$ cat config.mk
export PLATFORM = sky130hd
export DESIGN_NAME = tx_line_coder
export DESIGN_NICKNAME = d
export VERILOG_FILES = /design/src/rtl/lc_pkg.sv /design/src/rtl/lc_mode_qual.sv /design/src/rtl/lc_sub_window.sv /design/src/rtl/lc_mark_pol.sv /design/src/rtl/tx_line_coder.sv
export SDC_FILE = /design/constraint.sdc
export NUM_CORES = 1
export LEC_CHECK = 0
export BUFFER_PORTS_ARGS = -buffer_cell sky130_fd_sc_hd__buf_2
export CAP_MARGIN = 0
export CORE_MARGIN = 5
export CORE_UTILIZATION = 57
export CTS_CLUSTER_DIAMETER = 120
export DETAILED_ROUTE_END_ITERATION = 10
export PLACE_DENSITY = 0.76
export SYNTH_ARGS = -nofsm -noshare
export SYNTH_HDL_FRONTEND = slang
export SYNTH_HIERARCHICAL = 1
export SYNTH_SLANG_ARGS = --single-unit
export TNS_END_PERCENT = 20
$ cat constraint.sdc
create_clock -name clk -period 2.32 [get_ports clk]
set_input_delay 0.58 -clock clk [delete_from_list [all_inputs] [get_ports clk]]
set_output_delay 0.58 -clock clk [all_outputs]
set_load 0.01 [all_outputs]
$ cat src/rtl/lc_pkg.sv
`timescale 1ns/1ps
package lc_pkg;

    typedef enum logic [1:0] {
        MODE_BIPOLAR,
        MODE_QUALIFY,
        MODE_UNIPOLAR
    } mode_state_t;

    typedef enum logic [1:0] {
        SYM_ZERO,
        SYM_ONE,
        SYM_VIOL,
        SYM_BAL
    } sym_t;

    // zero-run lengths that trigger substitution (also the window depths)
    localparam int RUN_T1 = 8;
    localparam int RUN_E1 = 4;

endpackage

$ cat src/rtl/lc_mode_qual.sv
`timescale 1ns/1ps
module lc_mode_qual
    import lc_pkg::*;
#(
    parameter int QUAL_COUNT = 16
) (
    input  logic clk,
    input  logic rst,
    input  logic sel_hi,
    output logic uni_active
);

    localparam int CW = $clog2(QUAL_COUNT + 1);

    mode_state_t    state, state_nx;
    logic [CW-1:0]  cnt, cnt_nx;

    // state register
    always_ff @(posedge clk) begin
        if (rst) begin
            state <= MODE_BIPOLAR;
            cnt   <= '0;
        end else begin
            state <= state_nx;
            cnt   <= cnt_nx;
        end
    end

    // transitions
    always_comb begin
        state_nx = state;
        cnt_nx   = cnt;
        unique case (state)
            MODE_BIPOLAR: begin
                if (sel_hi) begin
                    state_nx = MODE_QUALIFY;
                    cnt_nx   = CW'(1);
                end
            end
            MODE_QUALIFY: begin
                if (!sel_hi) begin
                    state_nx = MODE_BIPOLAR;
                    cnt_nx   = '0;
                end else if (cnt == CW'(QUAL_COUNT - 1)) begin
                    state_nx = MODE_UNIPOLAR;
                    cnt_nx   = '0;
                end else begin
                    cnt_nx = cnt + CW'(1);
                end
            end
            MODE_UNIPOLAR: begin
                if (!sel_hi) begin
                    state_nx = MODE_BIPOLAR;
                end
            end
            default: begin
                state_nx = MODE_BIPOLAR;
                cnt_nx   = '0;
            end
        endcase
    end

    // outputs
    always_comb begin
        uni_active = (state == MODE_UNIPOLAR);
    end

endmodule

$ cat src/rtl/lc_sub_window.sv
`timescale 1ns/1ps
module lc_sub_window
    import lc_pkg::*;
(
    input  logic clk,
    input  logic rst,
    input  logic flush,
    input  logic din,
    input  logic long_run,
    input  logic subst_en,
    input  logic parity_odd,
    output logic head_valid,
    output sym_t head_sym
);

    localparam int DEPTH   = RUN_T1;
    localparam int HEAD_T1 = RUN_T1 - 1;
    localparam int HEAD_E1 = RUN_E1 - 1;

    logic [DEPTH-1:0] vld;
    sym_t             sym [DEPTH];
    sym_t             win [DEPTH];
    logic             zeros_t1, zeros_e1;

    // index 0 is newest; oldest-first pattern 0 0 0 V B 0 V B
    function automatic sym_t t1_pat(input int idx);
        if (idx == 4 || idx == 1)      return SYM_VIOL;
        else if (idx == 3 || idx == 0) return SYM_BAL;
        else                           return SYM_ZERO;
    endfunction

    // oldest-first pattern (B|0) 0 0 V
    function automatic sym_t e1_pat(input int idx, input logic odd);
        if (idx == 0)               return SYM_VIOL;
        else if (idx == RUN_E1 - 1) return odd ? SYM_ZERO : SYM_BAL;
        else                        return SYM_ZERO;
    endfunction

    always_comb begin
        zeros_t1 = 1'b1;
        zeros_e1 = 1'b1;
        for (int i = 0; i < RUN_T1; i++) begin
            if (!vld[i] || sym[i] != SYM_ZERO) zeros_t1 = 1'b0;
        end
        for (int i = 0; i < RUN_E1; i++) begin
            if (!vld[i] || sym[i] != SYM_ZERO) zeros_e1 = 1'b0;
        end
    end

    always_comb begin
        for (int i = 0; i < DEPTH; i++) begin
            win[i] = sym[i];
        end
        if (subst_en && long_run && zeros_t1) begin
            for (int i = 0; i < RUN_T1; i++) begin
                win[i] = t1_pat(i);
            end
        end else if (subst_en && !long_run && zeros_e1) begin
            for (int i = 0; i < RUN_E1; i++) begin
                win[i] = e1_pat(i, parity_odd);
            end
        end
    end

    always_comb begin
        if (long_run) begin
            head_valid = vld[HEAD_T1];
            head_sym   = win[HEAD_T1];
        end else begin
            head_valid = vld[HEAD_E1];
            head_sym   = win[HEAD_E1];
        end
    end

    always_ff @(posedge clk) begin
        if (rst || flush) begin
            vld <= '0;
            for (int i = 0; i < DEPTH; i++) begin
                sym[i] <= SYM_ZERO;
            end
        end else begin
            vld    <= {vld[DEPTH-2:0], 1'b1};
            sym[0] <= din ? SYM_ONE : SYM_ZERO;
            for (int i = 1; i < DEPTH; i++) begin
                sym[i] <= win[i-1];
            end
        end
    end

endmodule

$ cat src/rtl/lc_mark_pol.sv
`timescale 1ns/1ps
module lc_mark_pol
    import lc_pkg::*;
(
    input  logic clk,
    input  logic rst,
    input  logic en,
    input  sym_t sym,
    output logic mark_p,
    output logic mark_n,
    output logic parity_odd
);

    logic last_pos;
    logic par;

    always_comb begin
        mark_p = 1'b0;
        mark_n = 1'b0;
        if (en) begin
            unique case (sym)
                SYM_ONE, SYM_BAL: begin
                    mark_p = !last_pos;
                    mark_n = last_pos;
                end
                SYM_VIOL: begin
                    mark_p = last_pos;
                    mark_n = !last_pos;
                end
                SYM_ZERO: begin
                    mark_p = 1'b0;
                    mark_n = 1'b0;
                end
            endcase
        end
    end

    always_ff @(posedge clk) begin
        if (rst) begin
            last_pos <= 1'b0;
            par      <= 1'b0;
        end else if (en) begin
            unique case (sym)
                SYM_ONE, SYM_BAL: begin
                    last_pos <= !last_pos;
                    par      <= !par;
                end
                SYM_VIOL: par <= 1'b0;
                SYM_ZERO: par <= par;
            endcase
        end
    end

    always_comb parity_odd = par;

endmodule

$ cat src/rtl/tx_line_coder.sv
`timescale 1ns/1ps
module tx_line_coder
    import lc_pkg::*;
#(
    parameter int QUAL_COUNT = 16
) (
    input  logic clk,
    input  logic rst,
    input  logic uni_req,
    input  logic sub_en,
    input  logic e1_mode,
    input  logic data_in,
    input  logic pos_in,
    input  logic neg_in,
    output logic pos_out,
    output logic neg_out,
    output logic illegal_out
);

    logic       uni_active;
    logic [1:0] cfg_q;
    logic       cfg_chg;
    logic       flush;
    logic       head_valid;
    sym_t       head_sym;
    logic       pol_en;
    logic       mark_p, mark_n, parity_odd;
    logic       pos_nx, neg_nx, ill_nx;

    lc_mode_qual #(.QUAL_COUNT(QUAL_COUNT)) u_qual (
        .clk        (clk),
        .rst        (rst),
        .sel_hi     (uni_req),
        .uni_active (uni_active)
    );

    always_comb begin
        cfg_chg = ({sub_en, e1_mode} != cfg_q);
        flush   = !uni_active || cfg_chg;
        pol_en  = !flush && head_valid;
    end

    lc_sub_window u_win (
        .clk        (clk),
        .rst        (rst),
        .flush      (flush),
        .din        (data_in),
        .long_run   (!e1_mode),
        .subst_en   (sub_en),
        .parity_odd (parity_odd),
        .head_valid (head_valid),
        .head_sym   (head_sym)
    );

    lc_mark_pol u_pol (
        .clk        (clk),
        .rst        (rst),
        .en         (pol_en),
        .sym        (head_sym),
        .mark_p     (mark_p),
        .mark_n     (mark_n),
        .parity_odd (parity_odd)
    );

    always_comb begin
        if (uni_active) begin
            pos_nx = mark_p;
            neg_nx = mark_n;
            ill_nx = 1'b0;
        end else begin
            pos_nx = pos_in && !neg_in;
            neg_nx = neg_in && !pos_in;
            ill_nx = pos_in && neg_in;
        end
    end

    always_ff @(posedge clk) begin
        if (rst) begin
            cfg_q       <= 2'b00;
            pos_out     <= 1'b0;
            neg_out     <= 1'b0;
            illegal_out <= 1'b0;
        end else begin
            cfg_q       <= {sub_en, e1_mode};
            pos_out     <= pos_nx;
            neg_out     <= neg_nx;
            illegal_out <= ill_nx;
        end
    end

endmodule

==> impl_metrics.yaml, run 1 <==
clock_network:
  post_cts_hold_fix_bufs: 0
  numClockSinks: 37
  max-clock-path-buffers: 2
  htree_num_levels: 2
  cts_resized: 0
  clockRootBuffer: "sky130_fd_sc_hd__clkbuf_4"
  cts_made_buffers: 5
  clkLatencyLatePin_ns: 0.34
  clkSlewWorstSetupHoldPaths_ns: 0.11
  cts_setup_buffers: 0
  tritoncts: "built"
sta:
  timing.final.crit_share: 0.8265
  fmax_mhz: 521.5
  timing.setup.tns_ns: 0
  setup_repair_after_global_routing_missed_its_margin: "false"
  timing_worst_slew_pin_value_ns: 0.4695
  maxSlewHeadroom: 0.6863
  timing.clock.skew_ns: 0.007255
  final-max-slew-violation-count: 0
  final-hold-violation-count: 0
  fin_crit_ns: 1.918
  layout_setup_ws_ns: 0.4025
  report.final.setup_viol: 0
power:
  power_frac_comb: 0.039
  swShare: 0.2066
  p_sw_w: 0.0002391
  ir_worst_vdd_mv: 0.5899
  power.leakage_nw: 0.6499
  clockPowerShare: 0.402
  internal-power_w: 0.0009183
  powerDensity_mw_per_mm2: 705.0
  share_seq_of_total_power: 0.559
worst_setup_path:
  r2r_slack_ns: 0.40
  reg2regPathDepth: 8
  timing.critical_path.arrival_ns: 2.19
  critical_path_class: "register to register"
  critPathRequiredTime_ns: 2.59
  reg2reg_from: "u_win/sym[0][6]"
  critPathMaxFanout: 3
  worst_r2r_endpoint: "neg_out"
  startpoint_type: "register"
  worstSetupEndpointType: "register"
placed_design:
  placed_cells: 179
  placement.setup.worst_slack_ns: 0.1446
  port_buffers: 10
  globalplace.congestion: 0.8532
  place.detailed.hpwl_mm: 1.797
worst_hold_path:
  hold-path-cell-count: 2
  timing.hold.worst.start: "data_in"
  min_path_type: "primary input to register"
  hold-path-endpoint: "u_win/sym[0][0]"
grt:
  antenna_found_initial: 0
  gr-usage-all-layers: 0.1664
  grt_first_pass_wirelength_mm: 4.422
  grt_start_max_net_pins: 22
  grt_pass1_vias: 1014
  aggregate_global_routing_overflow: 0
logic_synthesis:
  distinct_cell_type_count_after_synthesis: 41
  yosysWarnings: 6
  synth_cells: 139
  synth.avg_cell_area_sq_um: 10.46
  synth.cell_area_sq_mm: 0.001454
  count_of_flip_flops_with_a_built_in_enable_after_synthesis: 0
  ys.flop_type: "sky130_fd_sc_hd__dfxtp_1"
  postSynth.asyncResetShare: 0
  flip_flop_and_latch_count_after_synthesis: 37
  synth_fp_nets: 148
  seq_area_frac_synth: 0.5095
floorplanning:
  fp-row-count: 18
  floorplan.die.height_microns: 60.51
  floorplan.die.width_microns: 60.51
  io-pin-count: 11
  design.die.area_sq_mm: 0.003661
  placeableCoreArea_sq_mm: 0.002455
  initial_utilization: 0.5923
final_layout:
  stdcell_count: 187
  diodes: 0
  area.growth.synth_to_final_pct: 12.91
  drive_gt1_frac: 0.2166
  design.final.nets: 165
drt:
  drt_pass1_iterations: 4
  drt-wirelength-per-cell_microns: 13.56
  via_count: 1026
  detail-route-antenna-nets: 0
  detail_route.drc_violations: 0
  wirelength_mm: 2.536
  viasPerCell: 5.487
  drt_first_iter_violations: 33
status:
  outcome: "completed"
job:
  cap_viol_max_count: 0
==> critical path: stages, from the launching register on <==
cell	delay, ns
sky130_fd_sc_hd__dfxtp_1	0.36
sky130_fd_sc_hd__nor4b_2	0.29
sky130_fd_sc_hd__nand3_1	0.14
sky130_fd_sc_hd__nor2_1	0.17
sky130_fd_sc_hd__o31a_2	0.17
sky130_fd_sc_hd__or3b_1	0.34
sky130_fd_sc_hd__a21boi_1	0.14
sky130_fd_sc_hd__nand2_1	0.06
sky130_fd_sc_hd__a21oi_1	0.16
==> sequential cells by signal, indices dropped and copies added, names as in the netlist <==
register and flops:
u_win/vld 8, u_pol/parity_odd 1, u_win/sym 15, pos_out 1, u_qual/cnt 5, cfg_q 2, illegal_out 1, u_qual/state 2
neg_out 1, u_pol/last_pos 1
==> final cells by class <==
class,instances,area (sq um)
Inverter,2,7.507
Multi-Input combinational cell,97,694.4
Timing Repair Buffer,13,72.57
Fill cell,198,813.3
Sequential cell,37,740.7
Clock inverter,2,37.54
Clock buffer,6,51.30
Tap cell,30,37.54
==> routing by layer <==
| metal | global-route usage | vias up | part of all wire |
|---|---|---|---|
| met5 | 0 | - | 0 |
| met4 | 0.1115 | 0 | 0.022 |
| met3 | 0.05106 | 7 | 0.043 |
| met2 | 0.2500 | 21 | 0.47 |
| met1 | 0.2053 | 466 | 0.46 |
| li1 | - | 532 | - |
==> Yosys cell counts (2+ instances only) <==
| cell type | count | area share |
|---|---|---|
| sky130_fd_sc_hd__or2b_1 | 2 | 0.010 |
| sky130_fd_sc_hd__o21a_1 | 4 | 0.021 |
| sky130_fd_sc_hd__nand3_1 | 6 | 0.021 |
| sky130_fd_sc_hd__o31a_2 | 2 | 0.014 |
| sky130_fd_sc_hd__xnor2_1 | 2 | 0.012 |
| sky130_fd_sc_hd__nand3b_1 | 6 | 0.031 |
| sky130_fd_sc_hd__nor2_1 | 5 | 0.013 |
| sky130_fd_sc_hd__nor2b_1 | 3 | 0.013 |
| sky130_fd_sc_hd__dfxtp_1 | 37 | 0.51 |
| sky130_fd_sc_hd__nand2b_1 | 4 | 0.017 |
| sky130_fd_sc_hd__nor3_1 | 4 | 0.014 |
| sky130_fd_sc_hd__and2_1 | 15 | 0.065 |
| sky130_fd_sc_hd__a21oi_1 | 7 | 0.024 |
| sky130_fd_sc_hd__o31a_1 | 2 | 0.012 |
| sky130_fd_sc_hd__nand2_1 | 7 | 0.018 |
| sky130_fd_sc_hd__clkbuf_1 | 3 | 0.0077 |
| sky130_fd_sc_hd__or3b_1 | 3 | 0.018 |
| sky130_fd_sc_hd__and4bb_2 | 3 | 0.026 |
| sky130_fd_sc_hd__inv_1 | 2 | 0.0052 |
==> worst max path at each step <==
stage	startpoint	end	slack (ns)
after floorplan	sub_en	neg_out	0.27
after global placement	sub_en	neg_out	0.19
after detailed placement	sub_en	pos_out	0.14
after CTS	u_win/sym[0][6]	neg_out	0.41
after global routing	u_win/sym[0][6]	neg_out	0.22
final	u_win/sym[0][6]	neg_out	0.40
==> cell families (layout without fill, tap and decap cells) <==
| group | after synthesis | after routing | synth area share |
|---|---|---|---|
| simple gates | 69 | 69 | 0.3279 |
| compound gates | 24 | 24 | 0.1231 |
| buf+inv | 5 | 23 | 0.01291 |
| fa+ha+maj | 1 | 1 | 0.008604 |
| xor+xnor | 3 | 3 | 0.01808 |
| flops | 37 | 37 | 0.5095 |
==> power groups by stage <==
stage | Combinational, W | Clock, W | Sequential [W]
2_1_floorplan | 0.0000258 | 0 | 0.000660
3_3_place_gp | 0.0000435 | 0 | 0.000661
3_5_place_dp | 0.0000444 | 0 | 0.000661
4_1_cts | 0.0000451 | 0.000484 | 0.000647
5_1_grt | 0.0000506 | 0.000519 | 0.000648
6_report | 0.0000449 | 0.000466 | 0.000647
==> stage by stage <==
stage          hold WS (ns)  area [sq um]  utilization  total power (W)
6_report             0.4318          1642       0.6687         0.001157
5_1_grt              0.4003          1642       0.6687         0.001218
4_1_cts              0.4156          1642       0.6687         0.001176
3_5_place_dp         0.4358          1553       0.6325        0.0007058
3_3_place_gp         0.4295          1553       0.6325        0.0007044
2_1_floorplan        0.4207          1454            -        0.0006860
==> cells in the final DEF (no fill, tap or decap), drive strengths merged, types with 2 or more instances in the layout <==
master,netlist,final
a21boi,2,2
a21oi,7,7
and2,15,15
and4,2,2
and4bb,3,3
buf,0,13
clkbuf,3,6
dfxtp,37,37
inv,2,2
nand2,7,7
nand2b,4,4
nand3,6,6
nand3b,6,6
nand4b,2,2
nor2,6,6
nor2b,3,3
nor3,4,4
o21a,4,4
o31a,4,4
or2b,2,2
or3b,3,3
xnor2,2,2
No activity file was read; power rests on OpenSTA's default activity.
==> run 2: changes to the inputs <==
Settings changed: ABC_AREA set to 1, CORE_UTILIZATION 57 to 52, PLACE_DENSITY 0.76 to 0.73.
Clock period 2.32 ns to 1.6 ns, I/O delays scaled along.
==> run 2 against run 1 <==
Compared with the run above: global-route usage down 0.37 points; final cell count up 51%; maximum frequency up 22%; largest power group unchanged; highest routed layer unchanged.
==> impl_metrics.yaml, run 2 <==
status:
  outcome: "completed"
logic_synthesis:
  synth.avg_cell_area_sq_um: 7.190
  ys.flop_type: "sky130_fd_sc_hd__dfxtp_1"
  synth_fp_nets: 230
  yosys-mux-area-fraction: 0
  synth_top_family_by_area: "simple AND/OR/NAND/NOR gates"
  synth.cell_area_sq_mm: 0.001589
  synthTopCellsByArea: "sky130_fd_sc_hd__dfxtp_1 (47%), sky130_fd_sc_hd__nand2_1 (11%), sky130_fd_sc_hd__inv_1 (10%)"
  synthXorXnorAreaFrac: 0.01102
  synth_adder_area_share: 0.007874
  synthDominantAreaCellType: "sky130_fd_sc_hd__dfxtp_1"
  synthTopCellsByCount: "sky130_fd_sc_hd__nand2_1 (46), sky130_fd_sc_hd__inv_1 (44), sky130_fd_sc_hd__nor2_1 (38)"
  seq_area_frac_synth: 0.4661
  synth_top_cell_area_share: 0.4661
  distinct_cell_type_count_after_synthesis: 25
  yosysWarnings: 6
  synth_cells: 221
  synth-compound-area-share: 0.05591
  flip_flop_and_latch_count_after_synthesis: 37
  synthMostInstantiatedCell: "sky130_fd_sc_hd__nand2_1"
  synthSimpleGateAreaFrac: 0.3457
  postSynth.asyncResetShare: 0
  count_of_flip_flops_with_a_built_in_enable_after_synthesis: 0
grt:
  gr-usage-all-layers: 0.1627
  grt_pass1_vias: 1303
  antenna_found_initial: 0
  grt_start_max_net_pins: 14
  grt_first_pass_wirelength_mm: 5.319
  aggregate_global_routing_overflow: 0
worst_setup_path:
  startpoint_type: "register"
  critPathMaxFanout: 6
  worstSetupEndpointType: "register"
  critical_path_class: "register to register"
  critPathRequiredTime_ns: 1.84
  timing.critical_path.arrival_ns: 1.81
clock_network:
  numClockSinks: 37
  max-clock-path-buffers: 2
  cts_made_buffers: 5
  htree_num_levels: 2
  clkSlewWorstSetupHoldPaths_ns: 0.11
  post_cts_hold_fix_bufs: 0
  clkLatencyLatePin_ns: 0.34
  tritoncts: "built"
  clockRootBuffer: "sky130_fd_sc_hd__clkbuf_4"
drt:
  detail_route.drc_violations: 0
  via_count: 1335
  viasPerCell: 4.734
  wirelength_mm: 2.853
  drt-wirelength-per-cell_microns: 10.12
  drt_first_iter_violations: 86
  drt_pass1_iterations: 4
  detail-route-antenna-nets: 0
sta:
  timing.clock.skew_ns: 0.007938
  setup_repair_after_global_routing_missed_its_margin: "true"
  fmax_mhz: 637.1
  timing_worst_slew_pin_value_ns: 0.3585
  final-max-slew-violation-count: 0
  timing.final.crit_share: 0.9811
  maxSlewHeadroom: 0.7608
  report.final.setup_viol: 0
  fin_crit_ns: 1.570
  final-hold-violation-count: 0
  timing.setup.tns_ns: 0
final_layout:
  drive_gt1_frac: 0.2610
  largest_register_ffs: 15
  fill_cells: 288
  final_cell_mix: "sky130_fd_sc_hd__nand2_1 (43), sky130_fd_sc_hd__inv_1 (42), sky130_fd_sc_hd__nor2_1 (35)"
  register_ranked_first_by_flip_flop_count: "u_win/sym"
  most_common_library_cell_in_the_layout_ignoring_fill_and_taps: "sky130_fd_sc_hd__nand2_1"
  finalCoreUtilization: 0.6288
  layout_top_registers: "u_win/sym (15), u_win/vld (8), u_qual/cnt (5)"
  area.growth.synth_to_final_pct: 18.82
  design.final.nets: 257
  diodes: 0
job:
  cap_viol_max_count: 0
power:
  ir_worst_vdd_mv: 0.5104
  powerDensity_mw_per_mm2: 878.4
  power.leakage_nw: 0.8251
  p_total_w: 0.001658
floorplanning:
  io-pin-count: 11
  floorplan.die.width_microns: 65.28
  placeableCoreArea_sq_mm: 0.003003
  initial_utilization: 0.5292
  design.die.area_sq_mm: 0.004261
  floorplan.die.height_microns: 65.28
  fp-row-count: 20
placed_design:
  place.detailed.hpwl_mm: 2.156
  port_buffers: 10
  globalplace.congestion: 0.7771
worst_hold_path:
  min_path_type: "primary input to register"
-- run 2: area by class of cell --
cell class,count,area (sq um),area share
Timing Repair Buffer,21,132.6,0.07025
Sequential cell,37,748.2,0.3963
Multi-Input combinational cell,136,705.7,0.3738
Clock buffer,5,37.54,0.01988
Tap cell,33,41.29,0.02187
Inverter,47,176.4,0.09344
Clock inverter,3,46.29,0.02452
-- run 2: final timing paths --
check	startpoint	endpoint	slack [ns]	cells past startpoint
max	u_win/sym[0][3]	neg_out	0.03	10
min	data_in	u_win/sym[0][0]	0.24	3
max reg2reg	u_win/sym[0][3]	neg_out	0.03	10
min reg2reg	u_win/vld[0]	u_win/vld[1]	0.43	2
-- run 2: cells by family after synthesis --
logic type,count (synthesis)
AND/OR/NAND/NOR,116
buffers and inverters,48
flip-flops,37
AO/OA/AOI/OAI,17
XOR/XNOR,2
adder cells (fa/ha/maj),1
-- run 2: where the power goes --
part           internal, W  switching [W]   total, W
Sequential        0.000930     0.00000715   0.000938
Combinational    0.0000277      0.0000450  0.0000727
Clock             0.000331       0.000317   0.000648
Total              0.00129       0.000370    0.00166
-- run 2: per-layer routing --
metal / wire length (microns) / up-vias / global-route usage
met2: 1317 / 16 / 0.2781
met1: 1377 / 590 / 0.1823
met3: 106 / 7 / 0.05641
li1: - / 722 / -
met5: 0 / - / 0
met4: 51 / 0 / 0.06995
-- run 2: worst max-delay path, cell delays in order, from the launching register on --
cell and delay, ns:
sky130_fd_sc_hd__dfxtp_2 0.34, sky130_fd_sc_hd__nor3_2 0.22, sky130_fd_sc_hd__buf_4 0.14, sky130_fd_sc_hd__nand4_1 0.15, sky130_fd_sc_hd__nand3_2 0.13, sky130_fd_sc_hd__nand2_2 0.06, sky130_fd_sc_hd__nand2_4 0.09, sky130_fd_sc_hd__xor2_1 0.16
sky130_fd_sc_hd__nor2_1 0.06, sky130_fd_sc_hd__nand2_1 0.07, sky130_fd_sc_hd__a21oi_2 0.05
-- run 2: metrics by stage --
| stage | std cells | cell area [sq um] | setup WS [ns] | hold WS [ns] |
|---|---|---|---|---|
| final | 282 | 1888 | 0.03027 | 0.2431 |
| after global routing | 282 | 1888 | -0.1095 | 0.2215 |
| after CTS | 281 | 1853 | 0.003184 | 0.2299 |
| after detailed placement | 273 | 1762 | -0.1639 | 0.4155 |
| after global placement | 273 | 1762 | -0.08965 | 0.4129 |
| after floorplan | 221 | 1599 | -0.008441 | 0.4083 |
-- run 2: what timing repair did --
item,in CTS,in global routing
buffers inserted,0,1
endpoints found under the hold margin,0,0
endpoints found under the setup margin,2,7
pin swaps,4,13
resized for setup,3,14
==> run 3: changes to the inputs <==
Clock period 1.6 ns to 1.4 ns, I/O delays scaled along.
==> run 3 against run 2 <==
Compared with the run above: the run now ends with setup timing left; die area unchanged; first-iteration DRC count is 31% higher; maximum frequency fell by 0.40%; design area up 8.5%; sequential cell count unchanged; critical path depth grew 3; clock power shrank 15%.
==> impl_metrics.yaml, run 3 (synthesis gave the netlist of run 2 again) <==
final_layout:
  final_cell_mix: "sky130_fd_sc_hd__nand2_1 (40), sky130_fd_sc_hd__inv_1 (37), sky130_fd_sc_hd__nor2_1 (33)"
  layout_top_registers: "u_win/sym (15), u_win/vld (8), u_qual/cnt (5)"
  register_ranked_first_by_flip_flop_count: "u_win/sym"
  largest_register_ffs: 15
  area.growth.synth_to_final_pct: 28.98
  drive_gt1_frac: 0.3647
  fin_area_sq_mm: 0.002049
  diodes: 0
  finalCoreUtilization: 0.6825
  fill_cells: 241
  design.final.nets: 275
  stdcell_count: 299
  most_common_library_cell_in_the_layout_ignoring_fill_and_taps: "sky130_fd_sc_hd__nand2_1"
power:
  ir_worst_vdd_mv: 0.6066
  power.leakage_nw: 0.9054
  powerDensity_mw_per_mm2: 837.7
placed_design:
  placedInstanceArea_sq_mm: 0.001888
  port_buffers: 10
  place.detailed.hpwl_mm: 2.232
  placed_cells: 287
  globalplace.congestion: 0.8653
worst_setup_path:
  critPathRequiredTime_ns: 1.62
  r2r_slack_ns: -0.18
  startpoint_type: "register"
  reg2regPathDepth: 13
  endpoint: "neg_out"
  critPathMaxFanout: 5
  timing.critical_path.arrival_ns: 1.80
  reg2reg_from: "u_win/sym[0][5]"
  worstSetupEndpointType: "register"
  critical_path_class: "register to register"
  worst_r2r_endpoint: "neg_out"
  critPathLaunch: "u_win/sym[0][5]"
worst_hold_path:
  min_path_type: "primary input to register"
  timing.hold.worst.start: "data_in"
sta:
  final-max-slew-violation-count: 0
  timing.clock.skew_ns: 0.003717
  hold_slack_ns: 0.2170
  timing_worst_slew_pin_value_ns: 0.3382
  fin_crit_ns: 1.576
  setup_repair_after_global_routing_missed_its_margin: "true"
  final-hold-violation-count: 0
  maxSlewHeadroom: 0.7733
  timing.final.crit_share: 1.126
  report.final.setup_viol: 5
  fmax_mhz: 634.5
  layout_setup_ws_ns: -0.1760
clock_network:
  clkSlewWorstSetupHoldPaths_ns: 0.10
  cts_made_buffers: 5
  clockRootBuffer: "sky130_fd_sc_hd__clkbuf_4"
  max-clock-path-buffers: 2
  clkLatencyLatePin_ns: 0.33
  post_cts_hold_fix_bufs: 0
  htree_num_levels: 2
  tritoncts: "built"
  numClockSinks: 37
drt:
  wirelength_mm: 3.193
  drt_pass1_iterations: 4
  detail-route-antenna-nets: 0
  detail_route.drc_violations: 0
  drt_first_iter_violations: 113
  viasPerCell: 4.706
  via_count: 1407
  drt-wirelength-per-cell_microns: 10.68
grt:
  grt_start_max_net_pins: 13
  aggregate_global_routing_overflow: 0
  antenna_found_initial: 0
  gr-usage-all-layers: 0.1732
  grt_pass1_vias: 1331
  grt_first_pass_wirelength_mm: 5.699
floorplanning:
  fp-row-count: 20
  design.die.area_sq_mm: 0.004261
  floorplan.die.width_microns: 65.28
  placeableCoreArea_sq_mm: 0.003003
  floorplan.die.height_microns: 65.28
  initial_utilization: 0.5292
  io-pin-count: 11
status:
  violated_checks: "setup timing"
  outcome: "finished, violations left"
job:
  cap_viol_max_count: 0
run 3: cell count changes in the layout (fill, tap and decap cells not counted), sizes merged:
cell	previous run	this run
clkinvlp	1	0
clkinv	1	0
clkbuf	5	7
bufinv	1	0
buf	21	39
run 3: cell type report:
| class | instances | area, sq um | area share |
|---|---|---|---|
| inverter | 47 | 183.9 | 0.08974 |
| multi-input combinational | 136 | 745.7 | 0.3639 |
| tap | 33 | 41.29 | 0.02015 |
| timing repair buffer | 39 | 271.5 | 0.1325 |
| clock buffer | 7 | 55.05 | 0.02686 |
| sequential | 37 | 752.0 | 0.3669 |
run 3: worst max-delay path: stages, from the launching register on:
cell and delay (ns):
sky130_fd_sc_hd__dfxtp_2 0.34, sky130_fd_sc_hd__inv_2 0.06, sky130_fd_sc_hd__nand2_1 0.06, sky130_fd_sc_hd__nor2_2 0.13, sky130_fd_sc_hd__nand2_2 0.07, sky130_fd_sc_hd__nor2_4 0.15
sky130_fd_sc_hd__nand2_4 0.08, sky130_fd_sc_hd__nand3_2 0.08, sky130_fd_sc_hd__nand2_2 0.07, sky130_fd_sc_hd__nand2_4 0.09, sky130_fd_sc_hd__xor2_1 0.16, sky130_fd_sc_hd__nor2_1 0.06
sky130_fd_sc_hd__nand2_1 0.07, sky130_fd_sc_hd__a21oi_2 0.05
run 3: routing by layer:
layer / GRT usage / up-vias / part of all wire
li1: - / 750 / -
met1: 0.2337 / 624 / 0.50
met2: 0.2579 / 24 / 0.44
met3: 0.04615 / 9 / 0.038
met4: 0.07772 / 0 / 0.028
met5: 0 / - / 0
run 3: stage by stage:
stage          setup slack [ns]  total power, W  TNS (ns)
3_3_place_gp            -0.2020        0.001185    -2.855
6_report                -0.1760        0.001717   -0.5364
3_5_place_dp            -0.2351        0.001186    -3.443
2_1_floorplan          -0.05706        0.001145   -0.1188
4_1_cts                 -0.1345        0.001742   -0.3652
5_1_grt                 -0.3079        0.001816    -2.029
run 3: how the worst min path moves through the flow:
stage                            endpoint  slack, ns  cells past startpoint
after global routing      u_win/sym[0][0]       0.20                      3
final                     u_win/sym[0][0]       0.22                      3
after detailed placement     u_win/vld[1]       0.42                      2
after CTS                 u_win/sym[0][0]       0.21                      3
after floorplan           u_win/sym[1][2]       0.41                      2
after global placement       u_win/vld[2]       0.41                      2
run 3: repair_timing:
| item | 4_1_cts | 5_1_grt |
|---|---|---|
| buffers inserted | 5 | 0 |
| pin swaps | 10 | 10 |
| setup endpoints to repair | 6 | 25 |
| gates resized for setup | 8 | 20 |
run 3: power breakdown:
group / internal, W / switching (W) / leakage [nW]
logic: 0.0000371 / 0.0000569 / 0.570
registers: 0.00106 / 0.00000689 / 0.304
clock network: 0.000237 / 0.000316 / 0.0314
